<file path="src/rtl/serrx_pkg.sv">
package serrx_pkg;

    localparam int DATA_W  = 8;
    localparam int IDX_W   = $clog2(DATA_W);

    typedef enum logic [1:0] {
        PAR_NONE = 2'd0,
        PAR_EVEN = 2'd1,
        PAR_ODD  = 2'd2,
        PAR_ZERO = 2'd3
    } par_mode_e;

    typedef enum logic [2:0] {
        ST_IDLE,
        ST_START,
        ST_DATA,
        ST_PAR,
        ST_STOP
    } rx_state_e;

    typedef struct packed {
        logic [DATA_W-1:0] data;
        logic              perr;
        logic              ferr;
    } frame_res_t;

    // Parity bit the sender should have produced for the given character.
    function automatic logic want_parity(par_mode_e m, logic [DATA_W-1:0] d, logic len_full);
        logic [DATA_W-1:0] masked;
        masked = len_full ? d : {1'b0, d[DATA_W-2:0]};
        case (m)
            PAR_EVEN: want_parity = ^masked;
            PAR_ODD:  want_parity = ~(^masked);
            default:  want_parity = 1'b0;
        endcase
    endfunction

    function automatic logic [IDX_W-1:0] last_index(logic len_full);
        last_index = len_full ? IDX_W'(DATA_W - 1) : IDX_W'(DATA_W - 2);
    endfunction

endpackage

</file>
<file path="src/rtl/serrx_sync.sv">
module serrx_sync #(
    parameter int STAGES = 2
) (
    input  logic clk,
    input  logic rst,
    input  logic rxd,
    output logic rx_s,
    output logic fall
);
    logic [STAGES-1:0] chain;
    logic              prev;

    always_ff @(posedge clk) begin
        if (rst) begin
            chain <= '1;
            prev  <= 1'b1;
        end else begin
            chain <= {chain[STAGES-2:0], rxd};
            prev  <= chain[STAGES-1];
        end
    end

    assign rx_s = chain[STAGES-1];
    assign fall = prev & ~chain[STAGES-1];
endmodule

</file>
<file path="src/rtl/serrx_bitclk.sv">
module serrx_bitclk #(
    parameter int OVS = 16
) (
    input  logic clk,
    input  logic rst,
    input  logic tick,
    input  logic clear,
    output logic half_hit,
    output logic full_hit
);
    localparam int CW   = $clog2(OVS) + 1;
    localparam int HALF = OVS / 2;

    logic [CW-1:0] cnt;

    always_ff @(posedge clk) begin
        if (rst || clear) begin
            cnt <= '0;
        end else if (tick) begin
            if (cnt == CW'(OVS - 1)) cnt <= '0;
            else                     cnt <= cnt + 1'b1;
        end
    end

    assign half_hit = tick && (cnt == CW'(HALF - 1));
    assign full_hit = tick && (cnt == CW'(OVS - 1));

    a_r3_count_range: assert property (@(posedge clk) disable iff (rst)
        cnt <= CW'(OVS - 1));
endmodule

</file>
<file path="src/rtl/serrx_frame.sv">
module serrx_frame
    import serrx_pkg::*;
(
    input  logic       clk,
    input  logic       rst,
    input  logic       rx_en,
    input  logic       len_full,
    input  par_mode_e  pmode,
    input  logic       rx_s,
    input  logic       fall,
    input  logic       half_hit,
    input  logic       full_hit,
    output logic       cnt_clear,
    output frame_res_t res,
    output logic       res_valid
);
    rx_state_e          state;
    logic [DATA_W-1:0]  shreg;
    logic [IDX_W-1:0]   bitidx;
    logic               par_bit;
    logic               accept;

    assign accept    = (state == ST_START) && half_hit && !rx_s;
    assign cnt_clear = (state == ST_IDLE) || accept || !rx_en;

    always_ff @(posedge clk) begin
        if (rst) begin
            state     <= ST_IDLE;
            shreg     <= '0;
            bitidx    <= '0;
            par_bit   <= 1'b0;
            res       <= '0;
            res_valid <= 1'b0;
        end else begin
            res_valid <= 1'b0;
            if (!rx_en) begin
                state <= ST_IDLE;
            end else begin
                case (state)
                    ST_IDLE: begin
                        if (fall) state <= ST_START;
                    end
                    ST_START: begin
                        if (half_hit) begin
                            if (!rx_s) begin
                                state  <= ST_DATA;
                                shreg  <= '0;
                                bitidx <= '0;
                            end else begin
                                state <= ST_IDLE;
                            end
                        end
                    end
                    ST_DATA: begin
                        if (full_hit) begin
                            shreg[bitidx] <= rx_s;
                            if (bitidx == last_index(len_full)) begin
                                state <= (pmode == PAR_NONE) ? ST_STOP : ST_PAR;
                            end else begin
                                bitidx <= bitidx + 1'b1;
                            end
                        end
                    end
                    ST_PAR: begin
                        if (full_hit) begin
                            par_bit <= rx_s;
                            state   <= ST_STOP;
                        end
                    end
                    ST_STOP: begin
                        if (full_hit) begin
                            res.data  <= shreg;
                            res.perr  <= (pmode != PAR_NONE) &&
                                         (par_bit != want_parity(pmode, shreg, len_full));
                            res.ferr  <= !rx_s;
                            res_valid <= 1'b1;
                            state     <= ST_IDLE;
                        end
                    end
                    default: state <= ST_IDLE;
                endcase
            end
        end
    end

    // a disabled receiver never completes a frame
    a_r9_off_no_frame: assert property (@(posedge clk) disable iff (rst)
        !rx_en |=> !res_valid);
    // disabling returns the sequencer to idle
    a_r9_off_idle: assert property (@(posedge clk) disable iff (rst)
        !rx_en |=> state == ST_IDLE);
    // a high line at the start check abandons the frame
    a_r3_false_start: assert property (@(posedge clk) disable iff (rst)
        (rx_en && state == ST_START && half_hit && rx_s) |=> state == ST_IDLE);
    // short characters never set the top data bit
    a_r4_short_top_zero: assert property (@(posedge clk) disable iff (rst)
        (res_valid && !len_full) |-> !res.data[DATA_W-1]);
endmodule

</file>
<file path="src/rtl/serrx_buffer.sv">
module serrx_buffer
    import serrx_pkg::*;
(
    input  logic              clk,
    input  logic              rst,
    input  logic              res_valid,
    input  frame_res_t        res,
    input  logic              rd_strobe,
    input  logic              err_route,
    output logic [DATA_W-1:0] rx_data,
    output logic              buf_full,
    output logic              err_parity,
    output logic              err_frame,
    output logic              err_overrun,
    output logic              irq_done,
    output logic              irq_err
);
    logic ovr_now;
    logic any_err;
    logic keep_old;

    assign ovr_now  = buf_full && !rd_strobe;
    assign keep_old = !rd_strobe;
    assign any_err  = res.perr || res.ferr || ovr_now;

    always_ff @(posedge clk) begin
        if (rst) begin
            rx_data     <= '0;
            buf_full    <= 1'b0;
            err_parity  <= 1'b0;
            err_frame   <= 1'b0;
            err_overrun <= 1'b0;
            irq_done    <= 1'b0;
            irq_err     <= 1'b0;
        end else begin
            irq_done <= 1'b0;
            irq_err  <= 1'b0;
            if (res_valid) begin
                rx_data     <= res.data;
                buf_full    <= 1'b1;
                err_parity  <= res.perr || (keep_old && err_parity);
                err_frame   <= res.ferr || (keep_old && err_frame);
                err_overrun <= ovr_now  || (keep_old && err_overrun);
                irq_err     <= any_err;
                irq_done    <= !(any_err && err_route);
            end else if (rd_strobe) begin
                buf_full    <= 1'b0;
                err_parity  <= 1'b0;
                err_frame   <= 1'b0;
                err_overrun <= 1'b0;
            end
        end
    end

    // a completed frame leaves the buffer full
    a_r7_full_after_frame: assert property (@(posedge clk) disable iff (rst)
        res_valid |=> buf_full);
    // with routing set, an errored frame gives no completion pulse
    a_r8_route_suppress: assert property (@(posedge clk) disable iff (rst)
        (res_valid && err_route && (res.perr || res.ferr)) |=> (irq_err && !irq_done));
    // the two pulses never both stay silent for a completed frame
    a_r8_some_pulse: assert property (@(posedge clk) disable iff (rst)
        res_valid |=> (irq_done || irq_err));
    // overrun only rises when the buffer was already full
    a_r10_overrun_src: assert property (@(posedge clk) disable iff (rst)
        $rose(err_overrun) |-> $past(buf_full));
    // a read with no new frame clears full and all flags
    a_r11_read_clears: assert property (@(posedge clk) disable iff (rst)
        (rd_strobe && !res_valid) |=> !(buf_full || err_parity || err_frame || err_overrun));
endmodule

</file>
<file path="src/rtl/serrx_top.sv">
module serrx_top
    import serrx_pkg::*;
#(
    parameter int OVS         = 16,
    parameter int SYNC_STAGES = 2
) (
    input  logic       clk,
    input  logic       rst,
    input  logic       baud_tick,
    input  logic       rx_en,
    input  logic       err_route,
    input  logic [1:0] par_sel,
    input  logic       char_len8,
    input  logic       rxd,
    input  logic       rd_strobe,
    output logic [7:0] rx_data,
    output logic       buf_full,
    output logic       err_parity,
    output logic       err_frame,
    output logic       err_overrun,
    output logic       irq_done,
    output logic       irq_err
);
    logic       rx_s;
    logic       fall;
    logic       half_hit;
    logic       full_hit;
    logic       cnt_clear;
    logic       res_valid;
    frame_res_t res;

    serrx_sync #(.STAGES(SYNC_STAGES)) u_sync (
        .clk  (clk),
        .rst  (rst),
        .rxd  (rxd),
        .rx_s (rx_s),
        .fall (fall)
    );

    serrx_bitclk #(.OVS(OVS)) u_bitclk (
        .clk      (clk),
        .rst      (rst),
        .tick     (baud_tick),
        .clear    (cnt_clear),
        .half_hit (half_hit),
        .full_hit (full_hit)
    );

    serrx_frame u_frame (
        .clk       (clk),
        .rst       (rst),
        .rx_en     (rx_en),
        .len_full  (char_len8),
        .pmode     (par_mode_e'(par_sel)),
        .rx_s      (rx_s),
        .fall      (fall),
        .half_hit  (half_hit),
        .full_hit  (full_hit),
        .cnt_clear (cnt_clear),
        .res       (res),
        .res_valid (res_valid)
    );

    serrx_buffer u_buffer (
        .clk         (clk),
        .rst         (rst),
        .res_valid   (res_valid),
        .res         (res),
        .rd_strobe   (rd_strobe),
        .err_route   (err_route),
        .rx_data     (rx_data),
        .buf_full    (buf_full),
        .err_parity  (err_parity),
        .err_frame   (err_frame),
        .err_overrun (err_overrun),
        .irq_done    (irq_done),
        .irq_err     (irq_err)
    );
endmodule

</file>
<file path="config.mk">
export PLATFORM = sky130hd
export DESIGN_NAME = serrx_top
export DESIGN_NICKNAME = d
export VERILOG_FILES = /design/src/rtl/serrx_pkg.sv /design/src/rtl/serrx_sync.sv /design/src/rtl/serrx_bitclk.sv /design/src/rtl/serrx_frame.sv /design/src/rtl/serrx_buffer.sv /design/src/rtl/serrx_top.sv
export SDC_FILE = /design/constraint.sdc
export NUM_CORES = 1
export LEC_CHECK = 0
export BUFFER_PORTS_ARGS = -buffer_cell sky130_fd_sc_hd__buf_2
export CAP_MARGIN = 20
export CORE_UTILIZATION = 42
export CTS_CLUSTER_DIAMETER = 50
export DETAILED_ROUTE_END_ITERATION = 8
export GPL_TIMING_DRIVEN = 0
export SETUP_SLACK_MARGIN = 0.05
export SYNTH_ARGS = -nofsm -noshare
export SYNTH_HDL_FRONTEND = slang
export SYNTH_SLANG_ARGS = --single-unit
</file>
<file path="constraint.sdc">
create_clock -name clk -period 5.6 [get_ports clk]
set_clock_uncertainty 0.2 [all_clocks]
set_input_delay 0.56 -clock clk [delete_from_list [all_inputs] [get_ports clk]]
set_output_delay 0.56 -clock clk [all_outputs]
set_load 0.02 [all_outputs]
</file>
==> summary.txt, run 1 <==
Placed design
  – PortBufs: 21
  – Placed inst area: around 0.0023 mm²
  – DP HPWL: around 3.2 mm
  – Gpl congestion: 0.8785
  – DP Cell Count: approximately 330

Critical path
  – Crit path max-delay family: simple AND/OR/NAND/NOR gates
  – CP bufs+invs: 1
  – CP Launch Type: flop
  – Data arrival, critical path: ~2400 ps
  – Data required, critical path: roughly 5600 ps
  – Kind of critical path: reg2reg
  – Worst-path cell chain: clkbuf_1 -> nor3b_2 -> nand3_1 -> a21boi_2 -> o21ai_0 -> a32oi_1 -> nor2_1
  – Worst setup EP type: flop
  – Slowest cell delay on critical path: 560 ps
  – Worst r2r src: u_frame.state[2]
  – Worst path slowest cell: nor3b_2
  – Worst-path fanout max: 10
  – Worst setup startpoint: u_frame.state[2]

Power and ir drop
  – NetSw: around 120 µW
  – Clock Power Share: 0.349
  – Switching power share of the total: 0.2180
  – Power per Cell Area: about 230 mW/mm²
  – Sequential fraction of design power: 0.618
  – Combinational share of power: 0.034
  – Max VDD drop: 0.1150 mV
  – Design internal power: roughly 430 µW
  – Pleak: between 0.0009 and 0.001 µW

STA
  – Hold Vio Cnt, Final: 0
  – RSZ-0062 raised after global routing: no
  – Tightest Pin Transition: 598.6 ps
  – Setup TNS: 0 ps
  – Fmax: around 0.41 GHz
  – Max Slew Vio Count: 0
  – Minimum clock period: between 2000 and 2500 ps
  – Slew HR: 0.5992
  – Setup Viol. Count Final: 0
  – Share of the clock period used by the worst path: 0.4401

Clock network
  – Post-CTS Setup Bufs: 0
  – Clock Tree Buf Depth: 2
  – H-tree depth: 2
  – Num CTS Buffers: 5
  – Clock latency at the later pin of the worst-skew pair: ~290 ps
  – CTS Hold Buffers Added: 0
  – CTS tree: done
  – Clock sinks: 48
  – CTS root buffer: clkbuf_8
  – PostCTS Resize Cnt: 0
  – Clock transition at path regs: approximately 90 ps

Global routing
  – First-pass GRT wire length: 7.610 mm
  – Tot GR Track Use: 0.1844
  – Largest net degree at the start of global routing: 14
  – Gr ovfl total: 0
  – Vias in the first global route: about 1,600
  – Antenna violations before repair: 0

Route
  – Pre-Repair DR Iteration Count: 4
  – Detail Route Antenna Nets: 0
  – WL final: roughly 4.5 mm
  – Max layer used: met4
  – Routed len/inst: 13.18 µm
  – Vias per std cell: roughly 5
  – WL met2: a little under 2 mm
  – Wl on met1: 2.297 mm
  – Starting DRC count in detailed routing: 56
  – Drt drc: 0
  – Wire length on met3: about 210 µm
  – Vias post-DR: around 1,700

Synthesis
  – Asr flop ratio synth: 0
  – #FFs+latches synth: 48
  – Seq/Total Area, Yosys: 0.4494
  – Mapped Cells: ~250
  – Avg Cell Area, Syn: approximately 8.7 µm²
  – Post-synth cell types: between 40 and 50
  – Post-Syn Nets: between 200 and 300
  – Mapped cell area: around 0.0021 mm²
  – Synth warnings: 0
  – EDFF count, synth: 0
  – Most used DFF post-synth: dfxtp_1

Final layout
  – Antenna diodes: 0
  – Share of cells above drive strength 1: 0.1350
  – Final nets: between 200 and 300
  – P&R area growth vs syn: 12.46%
  – Final non-filler cell total: roughly 340
  – Area of the multi-input gates: about 0.0011 mm²
  – Finished Cell Area: 0.002405 mm²
  – FF+latch area: around 960 µm²
  – Fillcell total: 502

Floorplan
  – Initial core utilization: 0.4439
  – Chip height: 73.35 µm
  – Top Ports: 24
  – Die area: about 0.0054 mm²
  – Core Region: about 0.0048 mm²
  – Die W: approximately 73 µm
  – Site row count: 25

Hold path
  – HP Class: reg2reg
  – Worst hold start: u_sync.chain[0]

Outcome
  – Run status: finished clean

Job
  – Max-cap viol count: 0
## per-stage QoR
| step | hold WS [ps] | utilization | total power (µW) | setup slack (ps) |
|---|---|---|---|---|
| floorplan | 189.5 | - | 361.6 | 3441 |
| global placement | 197.5 | 0.4831 | 369.6 | 3134 |
| detailed placement | 195.4 | 0.4831 | 369.5 | 3120 |
| CTS | 214.5 | 0.4992 | 563.3 | 3092 |
| global route | 210.6 | 0.4992 | 581.9 | 2796 |
| finish | 211.5 | 0.4992 | 555.0 | 3135 |
## synth_stat cells, types with 4 or more instances
cell,number,share of area
nand3_1,7,0.016
nor2_1,40,0.070
inv_1,5,0.0088
xnor2_1,6,0.025
mux2i_1,16,0.075
nand3b_1,8,0.028
dfxtp_1,48,0.45
or2_2,4,0.012
o21ai_0,13,0.030
nand2_1,17,0.030
nor2b_1,7,0.020
nand2b_1,5,0.015
a21oi_1,18,0.042
clkbuf_1,11,0.019
## final cells by class
cell class	count	share of cell area
Buffer	15	0.02497
Clock buffer	6	0.03018
Clock inverter	1	0.002081
Inverter	5	0.007804
Multi-Input combinational cell	178	0.4568
Sequential cell	48	0.3996
Tap cell	67	0.03486
Timing Repair Buffer	21	0.04370
## worst paths after layout
check / to / cells after the start / slack [ps]
worst max-delay path: u_frame.bitidx[1] / 7 / 3140
worst min-delay path: u_sync.chain[1] / 1 / 210
worst max register to register: u_frame.bitidx[1] / 7 / 3140
worst min register to register: u_sync.chain[1] / 1 / 210
## power by group through the flow
stage / clock network (µW) / registers, µW / logic (µW)
floorplan: 0 / 351 / 11.0
global placement: 0 / 351 / 18.5
detailed placement: 0 / 351 / 18.6
CTS: 202 / 343 / 18.6
global route: 218 / 343 / 20.6
finish: 193 / 343 / 18.6
## sequential cells by signal, indices dropped and copies added (netlist names)
signal,cells
u_sync.chain,2
u_frame.par_bit,1
u_sync.prev,1
u_frame.bitidx,3
u_buffer.rx_data,8
u_buffer.irq_done,1
u_bitclk.cnt,5
u_frame.shreg,8
u_frame.state,3
u_buffer.buf_full,1
u_buffer.irq_err,1
u_frame.res,10
u_buffer.err_overrun,1
u_frame.res_valid,1
u_buffer.err_parity,1
u_buffer.err_frame,1
## per-layer routing
metal  track usage  vias up
met4       0.04487        0
li1              -      898
met2        0.2829       43
met1        0.2632      801
met3       0.04115        2
met5             0        -
## placed cells by master, fill, tap and decap left out, types with 2 or more instances in the layout
cell | synthesis | layout
dfxtp_1 | 48 | 48
nor2_1 | 40 | 40
buf_2 | 2 | 23
a21oi_1 | 18 | 18
nand2_1 | 17 | 17
mux2i_1 | 16 | 16
o21ai_0 | 13 | 13
clkbuf_1 | 11 | 12
nand3b_1 | 8 | 8
nand3_1 | 7 | 7
nor2b_1 | 7 | 7
xnor2_1 | 6 | 6
nand2b_1 | 5 | 5
inv_1 | 5 | 5
clkbuf_8 | 0 | 5
or2_2 | 4 | 4
o32ai_1 | 3 | 3
a22oi_1 | 3 | 3
nor3_1 | 3 | 3
nor3b_1 | 2 | 2
or3_1 | 2 | 2
and3_1 | 2 | 2
xor2_1 | 2 | 2
nand4_1 | 2 | 2
ha_1 | 2 | 2
## logic make-up after synthesis
kind of cell	after synthesis	synth area share
multiplexers	16	0.07490
AND/OR/NAND/NOR	105	0.2504
XOR/XNOR	9	0.04330
adder cells (fa/ha/maj)	2	0.01170
AO/OA/AOI/OAI	46	0.1334
buffers and inverters	20	0.03686
flip-flops	48	0.4494
(Power assumes the default switching activity.)
==> run 2: changes to the inputs <==
- clock period: 5.6 -> 2.1 ns (I/O delays scaled with it)
==> summary.txt, run 2 (synthesis gave the netlist of run 1 again) <==
STA
  – Fmax: between 0.4 and 0.5 GHz
  – Setup Viol. Count Final: 0
  – Slew HR: 0.6101
  – Tightest Pin Transition: approximately 580 ps
  – Max Slew Vio Count: 0
  – Share of the clock period used by the worst path: 0.9946
  – Hold Vio Cnt, Final: 0
  – Minimum clock period: approximately 2100 ps
  – RSZ-0062 raised after global routing: yes

Final layout
  – Most frequent cells in the layout: dfxtp_1, nor2_1, buf_2
  – Fillcell total: approximately 480
  – Max FFs per register: 10
  – P&R area growth vs syn: 23.76%
  – Commonest non-fill, non-tap cell in the layout: dfxtp_1
  – Final nets: about 300
  – Largest registers: u_frame.res x10, u_buffer.rx_data x8, u_frame.shreg x8
  – Final non-filler cell total: 353
  – Share of cells above drive strength 1: 0.2308
  – Reg with most FFs: u_frame.res
  – Antenna diodes: 0

Critical path
  – CP bufs+invs: 0
  – Worst-path fanout max: 3
  – Slowest cell delay on critical path: around 400 ps
  – Worst setup EP type: flop
  – Data arrival, critical path: 2080 ps
  – Worst setup startpoint: u_frame.shreg[2]
  – Most used cell, CP: xnor2_2
  – Worst path slowest cell: xnor3_2
  – Crit path max-delay family: XOR/XNOR gates
  – Worst r2r src: u_frame.shreg[2]
  – Data required, critical path: ~2100 ps
  – CP Launch Type: flop
  – Kind of critical path: reg2reg
  – Worst-path cell chain: xnor2_2 -> xnor2_2 -> xnor3_2 -> nand3b_1 -> or3b_1 -> a32o_1

Route
  – Starting DRC count in detailed routing: about 110
  – Detail Route Antenna Nets: 0
  – WL final: 4.821 mm
  – Vias post-DR: between 1,500 and 2,000
  – Vias per std cell: ~5.2
  – Pre-Repair DR Iteration Count: 5
  – Drt drc: 0
  – Routed len/inst: roughly 14 µm

Global routing
  – Gr ovfl total: 0
  – First-pass GRT wire length: a little under 8 mm
  – Tot GR Track Use: 0.1918
  – Vias in the first global route: roughly 1,700
  – Antenna violations before repair: 0
  – Largest net degree at the start of global routing: 14

Clock network
  – H-tree depth: 2
  – Clock sinks: between 40 and 50
  – Clock latency at the later pin of the worst-skew pair: 290 ps
  – CTS root buffer: clkbuf_8
  – CTS tree: done
  – Clock Tree Buf Depth: 2
  – Clock transition at path regs: 80 ps
  – Num CTS Buffers: 5

Power and ir drop
  – Final Total Pwr: between 1000 and 1500 µW
  – Max VDD drop: 0.3225 mV
  – Power per Cell Area: between 500 and 600 mW/mm²
  – Pleak: roughly 0.001 µW

Job
  – Max-cap viol count: 0

Floorplan
  – Top Ports: 24
  – Die W: 73.35 µm
  – Chip height: between 70 and 80 µm
  – Core Region: 0.004817 mm²
  – Site row count: 25
  – Initial core utilization: 0.4439
  – Die area: ~0.0054 mm²

Placed design
  – Gpl congestion: approximately 0.9
  – DP HPWL: 3.248 mm
  – PortBufs: 21
  – DP Cell Count: between 300 and 400

Hold path
  – HP Class: in2reg
  – Worst hold start: baud_tick

Outcome
  – Run status: finished clean
-- run 2: changes by cell type in the layout (fill, tap and decap cells not counted), moves of 2 or more --
| cell | before | now |
|---|---|---|
| xnor2_1 | 6 | 3 |
| buf_4 | 0 | 7 |
| clkbuf_1 | 12 | 10 |
| dlygate4sd3_1 | 0 | 3 |
| buf_6 | 0 | 3 |
| dfxtp_1 | 48 | 42 |
| dfxtp_2 | 0 | 5 |
| nand3_1 | 7 | 5 |
| xnor2_2 | 0 | 2 |
-- run 2: worst paths after layout --
kind / cells past startpoint / slack [ps] / to
setup reg to reg: 6 / 10 / u_frame.res[1]
hold reg to reg: 1 / 210 / u_sync.chain[1]
hold / removal: 3 / 40 / u_bitclk.cnt[1]
setup / recovery: 6 / 10 / u_frame.res[1]
-- run 2: layout make-up --
cell class              count  area (µm²)  share of cell area
multi-input cells         178        1201              0.4539
flip-flops and latches     48       970.9              0.3669
repair buffers             34       230.2             0.08700
well taps                  67       83.83             0.03168
clock buffers               6       72.57             0.02742
plain buffers              14       63.81             0.02411
inverters                   5       18.77            0.007092
clock inverters             1       5.005            0.001891
-- run 2: per-layer routing --
metal	GRT usage	up-vias	share of wire	wire (µm)
met5	0	-	0	0
met4	0.04487	0	0.010	50
met3	0.04115	4	0.050	242
met2	0.3045	50	0.46	2218
met1	0.2671	865	0.48	2310
li1	-	926	-	-
-- run 2: worst register-to-register path, cell delays in order, from the launching register on --
cell and delay (ps):
dfxtp_2 350, xnor2_2 200, xnor2_2 150, xnor3_2 400, nand3b_1 110, or3b_1 350
a32o_1 240
-- run 2: repair_timing --
action / 4_1_cts / 5_1_grt
buffers inserted: 6 / 3
gates resized for setup: 20 / 14
endpoints found under the hold margin: 3 / 0
setup endpoints to repair: 21 / 25
pin swaps: 8 / 2
cloned: 1 / 0
hold buffers: 3 / 0
-- run 2: power breakdown --
group          leakage, µW  switching [µW]  internal [µW]
Sequential        0.000390            3.72            911
Clock            0.0000410             284            227
Combinational     0.000597            32.8           22.4
Total              0.00103             321           1160
-- run 2: stage by stage --
step | TNS (ps) | setup WS (ps) | hold WS (ps) | util | cell area [µm²]
6_report | 0 | 11.31 | 42.07 | 0.5494 | 2646
5_1_grt | -45.78 | -45.78 | 44.90 | 0.5494 | 2646
4_1_cts | 0 | 45.21 | 21.53 | 0.5353 | 2579
3_5_place_dp | -3253 | -379.8 | 186.1 | 0.4831 | 2327
3_3_place_gp | -3107 | -353.7 | 187.2 | 0.4831 | 2327
2_1_floorplan | 0 | 85.39 | 89.31 | - | 2138
==> run 3: changes to the inputs <==
- MAX_ROUTING_LAYER: not set -> met4
- PLACE_DENSITY: not set -> 0.73
==> summary.txt, run 3 (synthesis gave the netlist of run 1 again) <==
Outcome
  – Run status: finished clean

Floorplan
  – Die area: about 0.0054 mm²
  – Initial core utilization: 0.4439
  – Core Region: between 0.004 and 0.005 mm²
  – Site row count: 25
  – Die W: between 70 and 80 µm
  – Top Ports: 24
  – Chip height: between 70 and 80 µm

Placed design
  – Gpl congestion: 0.8857
  – DP Worst Slack: -311.4 ps
  – DP HPWL: between 3 and 4 mm
  – Placed inst area: 0.002327 mm²
  – PortBufs: 21
  – DP Cell Count: 334

Final layout
  – Share of cells above drive strength 1: 0.2183
  – P&R area growth vs syn: 21.88%
  – Reg with most FFs: u_frame.res
  – Max FFs per register: 10
  – Fillcell total: about 460
  – Finished Cell Area: between 0.002 and 0.003 mm²
  – Commonest non-fill, non-tap cell in the layout: dfxtp_1
  – Final non-filler cell total: 351
  – Largest registers: u_frame.res x10, u_buffer.rx_data x8, u_frame.shreg x8
  – FF+latch area: ~970 µm²
  – Antenna diodes: 0
  – Area of the multi-input gates: 0.001186 mm²
  – Final nets: about 300
  – Most frequent cells in the layout: dfxtp_1, nor2_1, buf_2

STA
  – Fmax: 0.4868 GHz
  – Share of the clock period used by the worst path: 0.9781
  – Slew HR: 0.5794
  – Max Slew Vio Count: 0
  – Setup TNS: 0 ps
  – Setup Viol. Count Final: 0
  – Hold Vio Cnt, Final: 0
  – Minimum clock period: around 2100 ps
  – Setup ws final: 45.97 ps
  – Tightest Pin Transition: approximately 630 ps
  – RSZ-0062 raised after global routing: yes

Critical path
  – Worst-path cell chain: xnor2_4 -> xnor2_2 -> xnor3_1 -> nand3b_1 -> or3b_1 -> a32o_1
  – Kind of critical path: reg2reg
  – Reg-to-reg setup timing slack: approximately 46 ps
  – Slowest cell delay on critical path: around 380 ps
  – Worst setup EP type: flop
  – CP Launch Type: flop
  – Worst-path fanout max: 3
  – CP bufs+invs: 0
  – Data required, critical path: roughly 2100 ps
  – Worst path slowest cell: xnor3_1
  – Crit path max-delay family: XOR/XNOR gates
  – Data arrival, critical path: 2050 ps

Route
  – Vias post-DR: approximately 1,800
  – WL final: ~4.6 mm
  – Drt drc: 0
  – Vias per std cell: just over 5
  – Starting DRC count in detailed routing: between 80 and 90
  – Pre-Repair DR Iteration Count: 4
  – Routed len/inst: 13.11 µm
  – Detail Route Antenna Nets: 0

Clock network
  – H-tree depth: 2
  – Clock sinks: 48
  – Clock Tree Buf Depth: 2
  – CTS tree: done
  – CTS root buffer: clkbuf_8
  – Num CTS Buffers: 5
  – Clock latency at the later pin of the worst-skew pair: ~300 ps
  – Clock transition at path regs: 90 ps

Global routing
  – First-pass GRT wire length: between 7 and 8 mm
  – Tot GR Track Use: 0.1919
  – Gr ovfl total: 0
  – Vias in the first global route: 1,572
  – Antenna violations before repair: 0
  – Largest net degree at the start of global routing: 16

Power and ir drop
  – Max VDD drop: about 0.26 mV
  – Power per Cell Area: about 590 mW/mm²
  – Pleak: 0.001007 µW

Hold path
  – HP Class: in2reg

Job
  – Max-cap viol count: 0
[run 3: timing repair]
action / CTS / global route
buffers inserted: 6 / 0
endpoints found under the hold margin: 3 / 0
gates cloned: 1 / 0
gates resized for setup: 17 / 11
hold buffers: 3 / 0
pin swaps: 8 / 2
endpoints found under the setup margin: 21 / 26
[run 3: cell type report]
type                       count  area share
multi-input combinational    178      0.4551
buffer                        14     0.02400
clock buffer                   6     0.03169
sequential                    48      0.3735
clock inverter                 2    0.005281
tap                           67     0.03217
inverter                       5    0.007201
timing repair buffer          31     0.07105
[run 3: path summary, 6_finish.rpt]
check,startpoint,to,cells past startpoint
min,baud_tick,u_bitclk.cnt[4],2
max reg2reg,u_frame.shreg[4],u_frame.res[1],6
max,u_frame.shreg[4],u_frame.res[1],6
min reg2reg,u_sync.chain[0],u_sync.chain[1],1
[run 3: report_power, final]
group / total [µW] / internal (µW) / switching [µW]
logic: 53.8 / 22.4 / 31.4
clock network: 581 / 269 / 311
registers: 913 / 909 / 3.55
[run 3: layer usage]
layer	GRT usage	wire length [µm]
met4	0.08333	114
met2	0.2829	2090
met3	0.04252	192
met5	-	0
met1	0.2526	2203
[run 3: through the flow]
stage | hold slack [ps] | util | total power, µW
2_1_floorplan | 89.31 | - | 964.1
3_3_place_gp | 186.7 | 0.4831 | 984.3
3_5_place_dp | 193.2 | 0.4831 | 984.7
4_1_cts | 24.48 | 0.5348 | 1567
5_1_grt | 35.93 | 0.5410 | 1619
6_report | 19.66 | 0.5410 | 1547
